==> config.mk <==
export PLATFORM = sky130hd
export DESIGN_NAME = upcnt_timer
export DESIGN_NICKNAME = d
export VERILOG_FILES = /design/src/rtl/upt_pkg.sv /design/src/rtl/upt_prescaler.sv /design/src/rtl/upt_counter.sv /design/src/rtl/upcnt_timer.sv
export SDC_FILE = /design/constraint.sdc
export NUM_CORES = 1
export LEC_CHECK = 0
export ABC_AREA = 1
export BUFFER_PORTS_ARGS = -buffer_cell sky130_fd_sc_hd__clkbuf_2
export CORE_UTILIZATION = 47
export DETAILED_ROUTE_END_ITERATION = 10
export GPL_TIMING_DRIVEN = 0
export PLACE_DENSITY = 0.74
export RECOVER_POWER = 25
export REMOVE_ABC_BUFFERS = 1
export SETUP_SLACK_MARGIN = 0.15
export SYNTH_ARGS = -nofsm -noshare
export SYNTH_HDL_FRONTEND = slang
export SYNTH_SLANG_ARGS = --single-unit
==> constraint.sdc <==
create_clock -name clk -period 2.84 [get_ports clk]
set_input_delay 0.568 -clock clk [delete_from_list [all_inputs] [get_ports clk]]
set_output_delay 0.568 -clock clk [all_outputs]
set_load 0.005 [all_outputs]
==> src/rtl/upt_pkg.sv <==
package upt_pkg;

    localparam int unsigned ADDR_W = 3;

    typedef enum logic [ADDR_W-1:0] {
        A_CTRL  = 3'd0,
        A_STAT  = 3'd1,
        A_FORCE = 3'd2,
        A_COUNT = 3'd3,
        A_PSC   = 3'd4,
        A_ARR   = 3'd5,
        A_REP   = 3'd6
    } upt_addr_e;

    typedef struct packed {
        logic irq_en;
        logic req_filter;
        logic upd_dis;
        logic cnt_en;
    } upt_ctrl_t;

    localparam int unsigned CTRL_W = $bits(upt_ctrl_t);

    function automatic upt_ctrl_t ctrl_from_word(input logic [CTRL_W-1:0] w);
        upt_ctrl_t c;
        c = upt_ctrl_t'(w);
        return c;
    endfunction

endpackage

==> src/rtl/upt_prescaler.sv <==
module upt_prescaler #(
    parameter int unsigned DW = 16
) (
    input  logic          clk,
    input  logic          rst,
    input  logic          cen,
    input  logic          restart,
    input  logic          load,
    input  logic [DW-1:0] psc_pre,
    output logic          tick,
    output logic [DW-1:0] pcnt
);
    logic [DW-1:0] psc_sh;

    assign tick = cen && (pcnt == psc_sh);

    always_ff @(posedge clk) begin
        if (rst) begin
            pcnt   <= '0;
            psc_sh <= '0;
        end else begin
            if (load) psc_sh <= psc_pre;
            if (restart)   pcnt <= '0;
            else if (tick) pcnt <= '0;
            else if (cen)  pcnt <= pcnt + 1'b1;
        end
    end

    // Internal count never runs past the active ratio.
    assert_pcnt_bound_R2: assert property (@(posedge clk) disable iff (rst)
        pcnt <= psc_sh);

    // A halted prescaler holds its count unless restarted.
    assert_halt_R2: assert property (@(posedge clk) disable iff (rst)
        (!cen && !restart) |=> $stable(pcnt));

endmodule

==> src/rtl/upt_counter.sv <==
module upt_counter #(
    parameter int unsigned DW      = 16,
    parameter logic [DW-1:0] ARR_RST = '1
) (
    input  logic          clk,
    input  logic          rst,
    input  logic          tick,
    input  logic          restart,
    input  logic          cnt_we,
    input  logic [DW-1:0] cnt_wdata,
    input  logic          load,
    input  logic [DW-1:0] arr_pre,
    input  logic [DW-1:0] rep_pre,
    output logic [DW-1:0] cnt,
    output logic [DW-1:0] arr_sh,
    output logic          ovf,
    output logic          rep_zero
);
    logic [DW-1:0] rep_cnt;

    assign ovf      = tick && !restart && !cnt_we && (cnt == arr_sh);
    assign rep_zero = (rep_cnt == '0);

    always_ff @(posedge clk) begin
        if (rst) begin
            cnt     <= '0;
            arr_sh  <= ARR_RST;
            rep_cnt <= '0;
        end else begin
            if (restart)     cnt <= '0;
            else if (cnt_we) cnt <= cnt_wdata;
            else if (tick)   cnt <= (cnt == arr_sh) ? '0 : cnt + 1'b1;

            if (load) begin
                arr_sh  <= arr_pre;
                rep_cnt <= rep_pre;
            end else if (ovf && !rep_zero) begin
                rep_cnt <= rep_cnt - 1'b1;
            end
        end
    end

    assert_wrap_R3: assert property (@(posedge clk) disable iff (rst)
        ovf |=> (cnt == '0));

    assert_load_R11: assert property (@(posedge clk) disable iff (rst)
        (cnt_we && !restart) |=> (cnt == $past(cnt_wdata)));

endmodule

==> src/rtl/upcnt_timer.sv <==
module upcnt_timer
    import upt_pkg::*;
#(
    parameter int unsigned   DW      = 16,
    parameter logic [DW-1:0] ARR_RST = '1
) (
    input  logic              clk,
    input  logic              rst,
    input  logic              wr_en,
    input  logic [ADDR_W-1:0] wr_addr,
    input  logic [DW-1:0]     wr_data,
    input  logic [ADDR_W-1:0] rd_addr,
    output logic [DW-1:0]     rd_data,
    output logic              upd_evt,
    output logic              irq
);
    upt_ctrl_t     ctrl;
    logic          flag;
    logic [DW-1:0] psc_pre, arr_pre, rep_pre;
    logic [DW-1:0] cnt, arr_sh, pcnt;
    logic          tick, ovf, rep_zero;
    logic          force_upd, cnt_we, stat_clr, flag_set;
    upt_addr_e     waddr;

    assign waddr     = upt_addr_e'(wr_addr);
    assign force_upd = wr_en && (waddr == A_FORCE) && wr_data[0];
    assign cnt_we    = wr_en && (waddr == A_COUNT);
    assign stat_clr  = wr_en && (waddr == A_STAT) && !wr_data[0];
    assign upd_evt   = (force_upd || (ovf && rep_zero)) && !ctrl.upd_dis;
    assign flag_set  = upd_evt && !(force_upd && ctrl.req_filter);
    assign irq       = flag && ctrl.irq_en;

    upt_prescaler #(.DW(DW)) u_psc (
        .clk     (clk),
        .rst     (rst),
        .cen     (ctrl.cnt_en),
        .restart (force_upd),
        .load    (upd_evt),
        .psc_pre (psc_pre),
        .tick    (tick),
        .pcnt    (pcnt)
    );

    upt_counter #(.DW(DW), .ARR_RST(ARR_RST)) u_cnt (
        .clk       (clk),
        .rst       (rst),
        .tick      (tick),
        .restart   (force_upd),
        .cnt_we    (cnt_we),
        .cnt_wdata (wr_data),
        .load      (upd_evt),
        .arr_pre   (arr_pre),
        .rep_pre   (rep_pre),
        .cnt       (cnt),
        .arr_sh    (arr_sh),
        .ovf       (ovf),
        .rep_zero  (rep_zero)
    );

    always_ff @(posedge clk) begin
        if (rst) begin
            ctrl    <= '0;
            psc_pre <= '0;
            arr_pre <= ARR_RST;
            rep_pre <= '0;
        end else if (wr_en) begin
            case (waddr)
                A_CTRL:  ctrl    <= ctrl_from_word(wr_data[CTRL_W-1:0]);
                A_PSC:   psc_pre <= wr_data;
                A_ARR:   arr_pre <= wr_data;
                A_REP:   rep_pre <= wr_data;
                default: ;
            endcase
        end
    end

    always_ff @(posedge clk) begin
        if (rst)           flag <= 1'b0;
        else if (flag_set) flag <= 1'b1;
        else if (stat_clr) flag <= 1'b0;
    end

    always_comb begin
        rd_data = '0;
        case (upt_addr_e'(rd_addr))
            A_CTRL:  rd_data[CTRL_W-1:0] = ctrl;
            A_STAT:  rd_data[0] = flag;
            A_COUNT: rd_data = cnt;
            A_PSC:   rd_data = psc_pre;
            A_ARR:   rd_data = arr_pre;
            A_REP:   rd_data = rep_pre;
            default: rd_data = '0;
        endcase
    end

    assert_restart_R6: assert property (@(posedge clk) disable iff (rst)
        force_upd |=> (cnt == '0 && pcnt == '0));

    assert_rep_gate_R5: assert property (@(posedge clk) disable iff (rst)
        (ovf && !rep_zero) |-> !upd_evt);

    assert_shadow_hold_R8: assert property (@(posedge clk) disable iff (rst)
        ctrl.upd_dis |=> $stable(arr_sh));

    assert_sticky_R9: assert property (@(posedge clk) disable iff (rst)
        (flag && !stat_clr) |=> flag);

    assert_filter_R7: assert property (@(posedge clk) disable iff (rst)
        (force_upd && ctrl.req_filter && !flag) |=> !flag);

endmodule

---- Word level (Yosys, flattened, before mapping) ----
Index checks and enable logic that the tools add are counted.
word-level totals
  output and inout port bits .............. 18
  register bits ........................... 133
  input bits .............................. 25
  word-level logic and storage cells ...... 73
cells by class
  $add $sub $neg .......................... 3
  reduce and logical (&&, ||, !) cells .... 34
  multiplexer cells ....................... 10
  eq/ne operators ......................... 13
operator list
  operator               number
  $mux 16                5
  $pmux 12 s4            1
  $add 16x1->16 const B  2
  $eq 16x16->1           2
  $eq 3x3->1 const B     6
  $logic_not 16->1       1
  $sub 16x1->16 const B  1
  $logic_and 1x1->1      15
  $pmux 3 s5             1
  $eq 3x2->1 const B     3
  $reduce_and 2->1       4
  $eq 3x1->1 const B     2
  $logic_not 1->1        6
  $logic_not 3->1        2
  $pmux 1 s6             1
  $reduce_bool 2->1      3
  $reduce_or 3->1        1
  $mux 1                 2
  $reduce_or 2->1        1
  $logic_or 1x1->1       1

---- Logic depth before layout (Yosys ltp) ----
Gate-level depths: netlist of the first run.
  depth in word-level cells ............... 12
  gate-level depth with buffers ........... 16
  gate-level depth less buffers ........... 14

---- Cells and area by module ----
From an unflattened synthesis of the first run, not the netlist that was laid out.
second synthesis, totals
  cells, all modules ...................... 1,078
  area, all modules ....................... 7,168.1 µm²
by module, submodules not included
  module         area each (µm²)  times used  cells each  seq. area each (µm²)
  upt_counter    2,945.3          1           458         960.9
  upcnt_timer    2,448.6          1           358         1,061.0
  upt_prescaler  1,774.2          1           262         640.6

---- Worst setup path after synthesis of the first run ----
No wires, ideal clock.
  path type ............................... in2out
  from .................................... in rd_addr[1]
  to ...................................... out rd_data[1]
  data arrival time ....................... 1.798 ns
  stages on the path ...................... 6
  path buffers ............................ 0
  path slack .............................. 0.474 ns
  required time ........................... 2.272 ns
  cells stage by stage .................... inv_1 nor3_1 clkinv_1 o21ai_0 a221oi_1 o21ai_0
between the ends
  word-level cells in the longest chain between the ends .. 2
RTL lines
  what                                RTL line           text
  from (decl)                         upcnt_timer.sv:12  input logic [ADDR_W-1:0] rd_addr,
  $eq 3x3->1 (tied with other cells)  upcnt_timer.sv:85  case (upt_addr_e'(rd_addr))
  $pmux 3 s5 *                        upcnt_timer.sv:85
  to (decl)                           upcnt_timer.sv:13  output logic [DW-1:0] rd_data,
Every way passes the cells marked *; elsewhere a longest branch is shown, timed or not.

---- Worst setup path in the final report of the first run ----
  from .................................... reg u_cnt.rep_cnt[0]
  to ...................................... out upd_evt
between the ends
  word-level cells in the longest chain between the ends .. 4
RTL lines
  what                    RTL line           text
  from (decl)             upt_counter.sv:19  logic [DW-1:0] rep_cnt;
  from (signal assigned)  upt_counter.sv:36  rep_cnt <= rep_pre;
  from (signal assigned)  upt_counter.sv:38  rep_cnt <= rep_cnt - 1'b1;
  $logic_not 16->1        upt_counter.sv:22  assign rep_zero = (rep_cnt == '0);
  $logic_and 1x1->1       upcnt_timer.sv:29  assign upd_evt = (force_upd || (ovf && rep_zero)) && !ctrl.upd_dis;
  $logic_or 1x1->1        upcnt_timer.sv:29
  $logic_and 1x1->1       upcnt_timer.sv:29
  to (decl)               upcnt_timer.sv:14  output logic upd_evt,
No other way between the ends.

==> run summary, run 1 <==
=====================================================================================
Path type of the worst setup path                                        flop to output port
Wire length of the first global-routing pass                                32,600 µm
Clock-pin slew of the registers on the worst-case setup and hold paths        0.06 ns
Cell with the most instances after synthesis                             sky130_fd_sc_hd__nand2_1
Post-Syn Instances                                                              1,049
TritonCTS clock tree                                                            built
Max-slew violations                                                                 0
Commonest register cell after synthesis                                  sky130_fd_sc_hd__dfxtp_1
Sum of negative setup slack                                                      0 ns
Share of the synthesized area in the top cell type                              0.386
Number of setup violations in the final report                                      0
Unrepaired setup endpoints after global routing                                   yes
Post-cts hold buffer count                                                          0
Cell type contributing the most total cell area after synthesis          sky130_fd_sc_hd__dfxtp_1
Slowest CP cell                                                          sky130_fd_sc_hd__dfxtp_1
Power, Total                                                                  4730 µW
Nature of the critical path endpoint                                      output port
Cell types with the largest area share after synthesis                   sky130_fd_sc_hd__dfxtp_1, sky130_fd_sc_hd__nand2_1, sky130_fd_sc_hd__nor2_1, sky130_fd_sc_hd__o21ai_0, sky130_fd_sc_hd__nand3_1
Synth Cell Area                                                           0.00690 mm²
Nets                                                                            1,115
Total number of placement rows                                                     43
Post-DR wirelength/cell                                                       15.8 µm
Clock root buffer                                                        sky130_fd_sc_hd__clkbuf_16
Uppermost signal routing layer after detailed routing                            met4
Vias in the first global route                                                  6,415
Unique masters post-synth                                                          37
Power density over cell area                                               588 mW/mm²
Count of input and output buffers                                                  42
Area Growth Syn to Fin                                                          16.6%
Maximum clock frequency                                                     0.364 GHz
Buf+Inv Stages, Crit Path                                                           3
Pre-CTS setup slack                                                         -0.637 ns
Number of antenna violations at the first check in global routing                   0
Global-route total usage across every layer                                     0.281
Outcome                                                                     completed
Sinks on Clock Net                                                                133
Final Util                                                                      0.571
H-tree depth                                                                        4
Die Height                                                                     123 µm
Overall die width                                                              123 µm
Wire length reported by the detailed router                                 20,200 µm
Clock latency on the worst-skew pair                                          0.43 ns
Post-DP HPWL                                                                13,400 µm
Cell Chain, Critical Path                                                inv_2 -> ha_4 -> nand2_2 -> nor2_2 -> nand3b_1 -> nor3_2 -> nand3_2 -> nand2_8 -> nand2_8 -> inv_16 -> clkbuf_2
Remaining design rule violation count                                               0
DR vias/cell                                                                     5.47
Highest fanout seen on the critical path                                            5
Flip-flop and latch area                                                  0.00269 mm²
First drt pass iteration count                                                      5
Number of top-level pins                                                           43
Pleak                                                                      0.00351 µW
Total number of vias                                                            7,007
Tcrit/Tclk final                                                                0.966
Post-layout worst setup margin                                              0.0964 ns
Critical Path RT                                                              2.27 ns
Proportion of layout cells with a drive suffix above 1                          0.135
Worst Max-Slew Pin Slew                                                       1.30 ns
Inserted Clock Buffers                                                             17
Delay of the slowest cell on the worst path                                   0.33 ns
Met2 layer wire length in the routed design                                   9330 µm
Detailed route wirelength on metal3                                           1460 µm
Kind of path behind the tightest hold check                              input pin to flop
Worst path most repeated cell                                            sky130_fd_sc_hd__nand2_8
Placeable Area                                                             0.0141 mm²
Proportion of synthesized flip-flops having asynchronous set or reset               0
Maximum buffer depth of the clock tree                                              2
Fraction of the yosys area taken by sequential cells                            0.386
Total congestion overflow after global routing                                      0
Number of fill cells                                                            1,334
Post-synthesis sequential element count                                           133
Ranking of synthesized cells by instance count                           sky130_fd_sc_hd__nand2_1, sky130_fd_sc_hd__nor2_1, sky130_fd_sc_hd__dfxtp_1
Largest vdd supply drop                                                        412 µV
Final hold viol count                                                               0
MaxCap Viol Count                                                                   0
Average instance area after synthesis                                        6.58 µm²
Area occupied by multi-input gates                                        0.00372 mm²
Placer congestion estimate                                                      0.923
Number of warnings issued by yosys                                                  0
Iteration-0 DRC Markers                                                           604
# diodes                                                                            0
Max-Slew Margin vs Limit                                                        0.132
Effective utilization at floorplan                                              0.489
CP startpoint kind                                                               flop
Skew final                                                                 0.00925 ns
Min Clock Period, post-route                                                  2.74 ns
WP data arrival                                                               2.18 ns
Maximum number of pins on one net before global-route repair                       55
Kind of cell adding the most delay to the critical path                  simple AND/OR/NAND/NOR gates
DRT met1 WL                                                                   8780 µm
Post-DRT Antenna Nets                                                               0
Area enclosed by the die boundary                                          0.0152 mm²
Post-synth EDFFs                                                                    0
=====================================================================================
-- worst register-to-register path: cells and delay by family, from the launching register on --
family          cells  cell delay [ns]
simple gates        4             0.70
buf+inv             2             0.50
compound gates      2             0.36
xor+xnor            1             0.35
flops               1             0.37
-- layout make-up --
| class | instances | area share |
|---|---|---|
| Multi-Input combinational cell | 765 | 0.462 |
| Sequential cell | 133 | 0.335 |
| Inverter | 113 | 0.0554 |
| Clock buffer | 18 | 0.0546 |
| Timing Repair Buffer | 55 | 0.0384 |
| Tap cell | 180 | 0.0280 |
| Clock inverter | 14 | 0.0247 |
| Timing Repair inverter | 2 | 0.00218 |
-- state kept, by name (all words and copies together) (netlist names), 16 cells and up --
| signal | flops |
|---|---|
| arr_pre | 16 |
| psc_pre | 16 |
| rep_pre | 16 |
| u_cnt.arr_sh | 16 |
| u_cnt.cnt | 16 |
| u_cnt.rep_cnt | 16 |
| u_psc.pcnt | 16 |
| u_psc.psc_sh | 16 |
-- cell families (layout without fill, tap and decap cells) --
group / Yosys count / in the layout / synth area share
AOI/OAI and AO/OA: 193 / 193 / 0.158
xor gates and xnor gates: 24 / 24 / 0.0305
adders and majority gates: 3 / 3 / 0.00544
buffers and inverters: 154 / 202 / 0.0916
DFF: 133 / 133 / 0.386
and+or+nand+nor: 542 / 545 / 0.329
-- metal layers --
metal  GRT usage  vias to the layer above
met4       0.120                        0
met2       0.449                      265
met3      0.0512                       43
li1            -                     3494
met1       0.371                     3205
met5           0                        -
-- report_power, final --
group / leakage [µW] / switching [µW] / internal (µW)
registers: 0.00109 / 37.8 / 1910
clock network: 0.000311 / 889 / 1500
logic: 0.00211 / 264 / 122
-- worst paths after layout --
path                         start         endpoint  slack [ns]  cells after the start
setup reg to reg    u_psc.pcnt[12]     u_cnt.cnt[6]        0.49                      9
setup / recovery  u_cnt.rep_cnt[0]          upd_evt         0.1                     11
hold / removal          wr_data[8]       arr_pre[8]        0.41                      3
hold reg to reg    u_psc.psc_sh[1]  u_psc.psc_sh[1]        0.47                      2
-- through the flow --
stage | cells | hold WS (ns) | area [µm²]
floorplan | 1008 | 0.446 | 6690
global placement | 1230 | 0.461 | 7130
detailed placement | 1232 | 0.466 | 7160
CTS | 1269 | 0.398 | 7910
global route | 1280 | 0.431 | 8050
finish | 1280 | 0.410 | 8050
-- placed cells by master (no fill, tap or decap), types with 3 or more instances in the layout --
cell type and instances:
sky130_fd_sc_hd__nand2_1 273, sky130_fd_sc_hd__nor2_1 139, sky130_fd_sc_hd__dfxtp_1 116, sky130_fd_sc_hd__inv_1 93, sky130_fd_sc_hd__o21ai_0 78, sky130_fd_sc_hd__nand3_1 75, sky130_fd_sc_hd__a21oi_1 67, sky130_fd_sc_hd__clkbuf_2 40
sky130_fd_sc_hd__o211ai_1 20, sky130_fd_sc_hd__xor2_1 17, sky130_fd_sc_hd__clkbuf_16 17, sky130_fd_sc_hd__inv_2 16, sky130_fd_sc_hd__nor3_1 14, sky130_fd_sc_hd__dfxtp_2 14, sky130_fd_sc_hd__buf_4 11, sky130_fd_sc_hd__nand4_1 9
sky130_fd_sc_hd__o2111ai_1 9, sky130_fd_sc_hd__xnor2_1 7, sky130_fd_sc_hd__a221oi_1 7, sky130_fd_sc_hd__nand3b_1 6, sky130_fd_sc_hd__a31oi_1 6, sky130_fd_sc_hd__nor2_2 5, sky130_fd_sc_hd__inv_6 5, sky130_fd_sc_hd__bufinv_16 4
sky130_fd_sc_hd__clkinv_4 4, sky130_fd_sc_hd__nand3_2 3, sky130_fd_sc_hd__nand2_2 3, sky130_fd_sc_hd__clkinv_2 3, sky130_fd_sc_hd__o21ai_1 3, sky130_fd_sc_hd__nand2_4 3, sky130_fd_sc_hd__dfxtp_4 3
-- repair_timing --
item | 4_1_cts | 5_1_grt
setup endpoints to repair | 49 | 14
gates cloned | 4 | 1
buffers inserted | 1 | 10
resized for setup | 14 | 33
hold endpoints to repair | 0 | 0
pin swaps | 2 | 11
Power figures use the tool's default switching activity.
==> inputs of run 2 (changes only) <==
--- a/config.mk
+++ b/config.mk
@@ -11,7 +11,7 @@
 export DETAILED_ROUTE_END_ITERATION = 10
 export GPL_TIMING_DRIVEN = 0
 export PLACE_DENSITY = 0.74
-export RECOVER_POWER = 25
+export RECOVER_POWER = 100
 export REMOVE_ABC_BUFFERS = 1
 export SETUP_SLACK_MARGIN = 0.15
 export SYNTH_ARGS = -nofsm -noshare
==> run 2 against run 1 <==
Against the previous run:
- worst setup slack better by 0.0095 ns
- clock-buffer cell count is the same
- clock power barely moved
- final area decreased by 0.50%
- critical endpoint unchanged
- core utilization down 0.28 points
- fmax rose by 0.35%
- via count up 0.81%
- largest cell class unchanged
- clock skew rose by 0.0020 ns
- critical path type unchanged
- final cell count unchanged
==> run summary, run 2 (same netlist as run 1, synthesis figures left out) <==
=====================================================================================
Outcome                                                                     completed   unchanged
Commonest non-fill, non-tap cell in the layout                           sky130_fd_sc_hd__nand2_1   unchanged
Vias in the first global route                                                  6,415   unchanged
Slowest CP cell                                                          sky130_fd_sc_hd__dfxtp_1   unchanged
Wire length reported by the detailed router                                 20,200 µm   about the same
Inserted Clock Buffers                                                             17   unchanged
Final-layout worst hold slack                                                0.409 ns   was 0.410 ns
Post-DP Area                                                              0.00716 mm²   unchanged
Post-DP HPWL                                                                13,400 µm   unchanged
Maximum number of pins on one net before global-route repair                       55   unchanged
Final standard cell count with taps included and fillers excluded               1,280   unchanged
Unrepaired setup endpoints after global routing                                   yes   unchanged
Skew final                                                                  0.0112 ns   was 0.00925 ns
Placeable Area                                                             0.0141 mm²   unchanged
Kind of path behind the tightest hold check                              input pin to flop   unchanged
TritonCTS clock tree                                                            built   unchanged
Min Clock Period, post-route                                                  2.73 ns   was 2.74 ns
Nets                                                                            1,115   unchanged
Leading cell types in the layout, fill and taps excluded                 sky130_fd_sc_hd__nand2_1, sky130_fd_sc_hd__nor2_1, sky130_fd_sc_hd__dfxtp_1   unchanged
Effective utilization at floorplan                                              0.489   unchanged
First drt pass iteration count                                                      5   unchanged
Clock latency on the worst-skew pair                                          0.43 ns   about the same
Max-Slew Margin vs Limit                                                        0.135   was 0.132
# diodes                                                                            0   unchanged
Clock-pin slew of the registers on the worst-case setup and hold paths        0.06 ns   about the same
WP data arrival                                                               2.17 ns   was 2.18 ns
Nature of the critical path endpoint                                      output port   unchanged
Delay of the slowest cell on the worst path                                   0.33 ns   about the same
Number of setup violations in the final report                                      0   unchanged
Total congestion overflow after global routing                                      0   unchanged
MaxCap Viol Count                                                                   0   unchanged
Die Height                                                                     123 µm   unchanged
Largest vdd supply drop                                                        432 µV   was 412 µV
Post-route cell area                                                      0.00801 mm²   was 0.00805 mm²
Pleak                                                                      0.00348 µW   was 0.00351 µW
Count of input and output buffers                                                  42   unchanged
Number of antenna violations at the first check in global routing                   0   unchanged
Post-DRT Antenna Nets                                                               0   unchanged
Power density over cell area                                               590 mW/mm²   was 588 mW/mm²
Post-DR wirelength/cell                                                       15.8 µm   about the same
Maximum buffer depth of the clock tree                                              2   unchanged
Total number of placement rows                                                     43   unchanged
Proportion of layout cells with a drive suffix above 1                          0.124   was 0.135
Placed cells                                                                    1,232   unchanged
Cell Chain, Critical Path                                                inv_2 -> ha_4 -> nand2_2 -> nor2_2 -> nand3b_1 -> nor3_2 -> nand3_2 -> nand2_8 -> nand2_8 -> inv_16 -> clkbuf_2   unchanged
Tcrit/Tclk final                                                                0.963   was 0.966
Global-route total usage across every layer                                     0.281   unchanged
Max-slew violations                                                                 0   unchanged
Final hold viol count                                                               0   unchanged
Number of top-level pins                                                           43   unchanged
Area Growth Syn to Fin                                                          16.0%   was 16.6%
CP startpoint kind                                                               flop   unchanged
Remaining design rule violation count                                               0   unchanged
Worst path most repeated cell                                            sky130_fd_sc_hd__nand2_8   unchanged
Iteration-0 DRC Markers                                                           650   was 604
Total number of vias                                                            7,064   was 7,007
H-tree depth                                                                        4   unchanged
Placer congestion estimate                                                      0.923   unchanged
Maximum clock frequency                                                     0.366 GHz   was 0.364 GHz
Clock root buffer                                                        sky130_fd_sc_hd__clkbuf_16   unchanged
Path type of the worst setup path                                        flop to output port   unchanged
Overall die width                                                              123 µm   unchanged
DR vias/cell                                                                     5.52   was 5.47
Sinks on Clock Net                                                                133   unchanged
Worst Max-Slew Pin Slew                                                       1.29 ns   was 1.30 ns
Critical Path RT                                                              2.27 ns   about the same
Highest fanout seen on the critical path                                            5   unchanged
Area enclosed by the die boundary                                          0.0152 mm²   unchanged
Wire length of the first global-routing pass                                32,600 µm   unchanged
=====================================================================================
run 2: timing repair:
action,4_1_cts,5_1_grt
pin swaps,2,11
endpoints found under the hold margin,0,0
endpoints found under the setup margin,49,14
buffers inserted,1,10
gates cloned,4,1
hold buffers,0,0
gates resized for setup,14,33
run 2: critical path, delay by kind of cell, from the launching register on:
family | cells | cell delay (ns)
fa+ha+maj | 1 | 0.14
buf+inv | 3 | 0.30
simple gates | 7 | 0.98
flops | 1 | 0.33
run 2: power breakdown:
group          internal [µW]  total (µW)  switching [µW]
clock                   1500        2390             888
sequential              1910        1950            38.0
combinational            119         383             264
run 2: final cells by class:
type                    instances  area (µm²)
fillers                      1350        6090
multi-input cells             765        3710
flip-flops and latches        133        2690
inverters                     113         445
clock buffers                  18         439
repair buffers                 55         287
well taps                     180         225
clock inverters                14         199
repair inverters                2        7.51
run 2: final timing paths:
check                                      start                to  slack (ns)  depth (start not counted)
worst min-delay path                  wr_data[8]        arr_pre[8]        0.41                          3
worst max-delay path            u_cnt.rep_cnt[0]           upd_evt        0.11                         11
worst max register to register  u_cnt.rep_cnt[0]  u_cnt.arr_sh[12]        0.26                         12
worst min register to register   u_psc.psc_sh[1]   u_psc.psc_sh[1]        0.47                          2
run 2: metrics by stage:
step	util	power [µW]	setup TNS [ns]	setup slack, ns
floorplan	-	2210	0	0.357
global placement	0.506	2340	-28.06	-0.633
detailed placement	0.508	2350	-11.01	-0.637
CTS	0.561	4730	-0.0966	-0.0966
global route	0.568	4870	0	0.0252
finish	0.568	4720	0	0.106
run 2: layer usage:
layer	global-route usage	routed length, µm	vias up
met1	0.371	8870	3224
li1	-	-	3492
met2	0.449	9230	298
met3	0.0512	1460	50
met5	0	0	-
met4	0.120	643	0
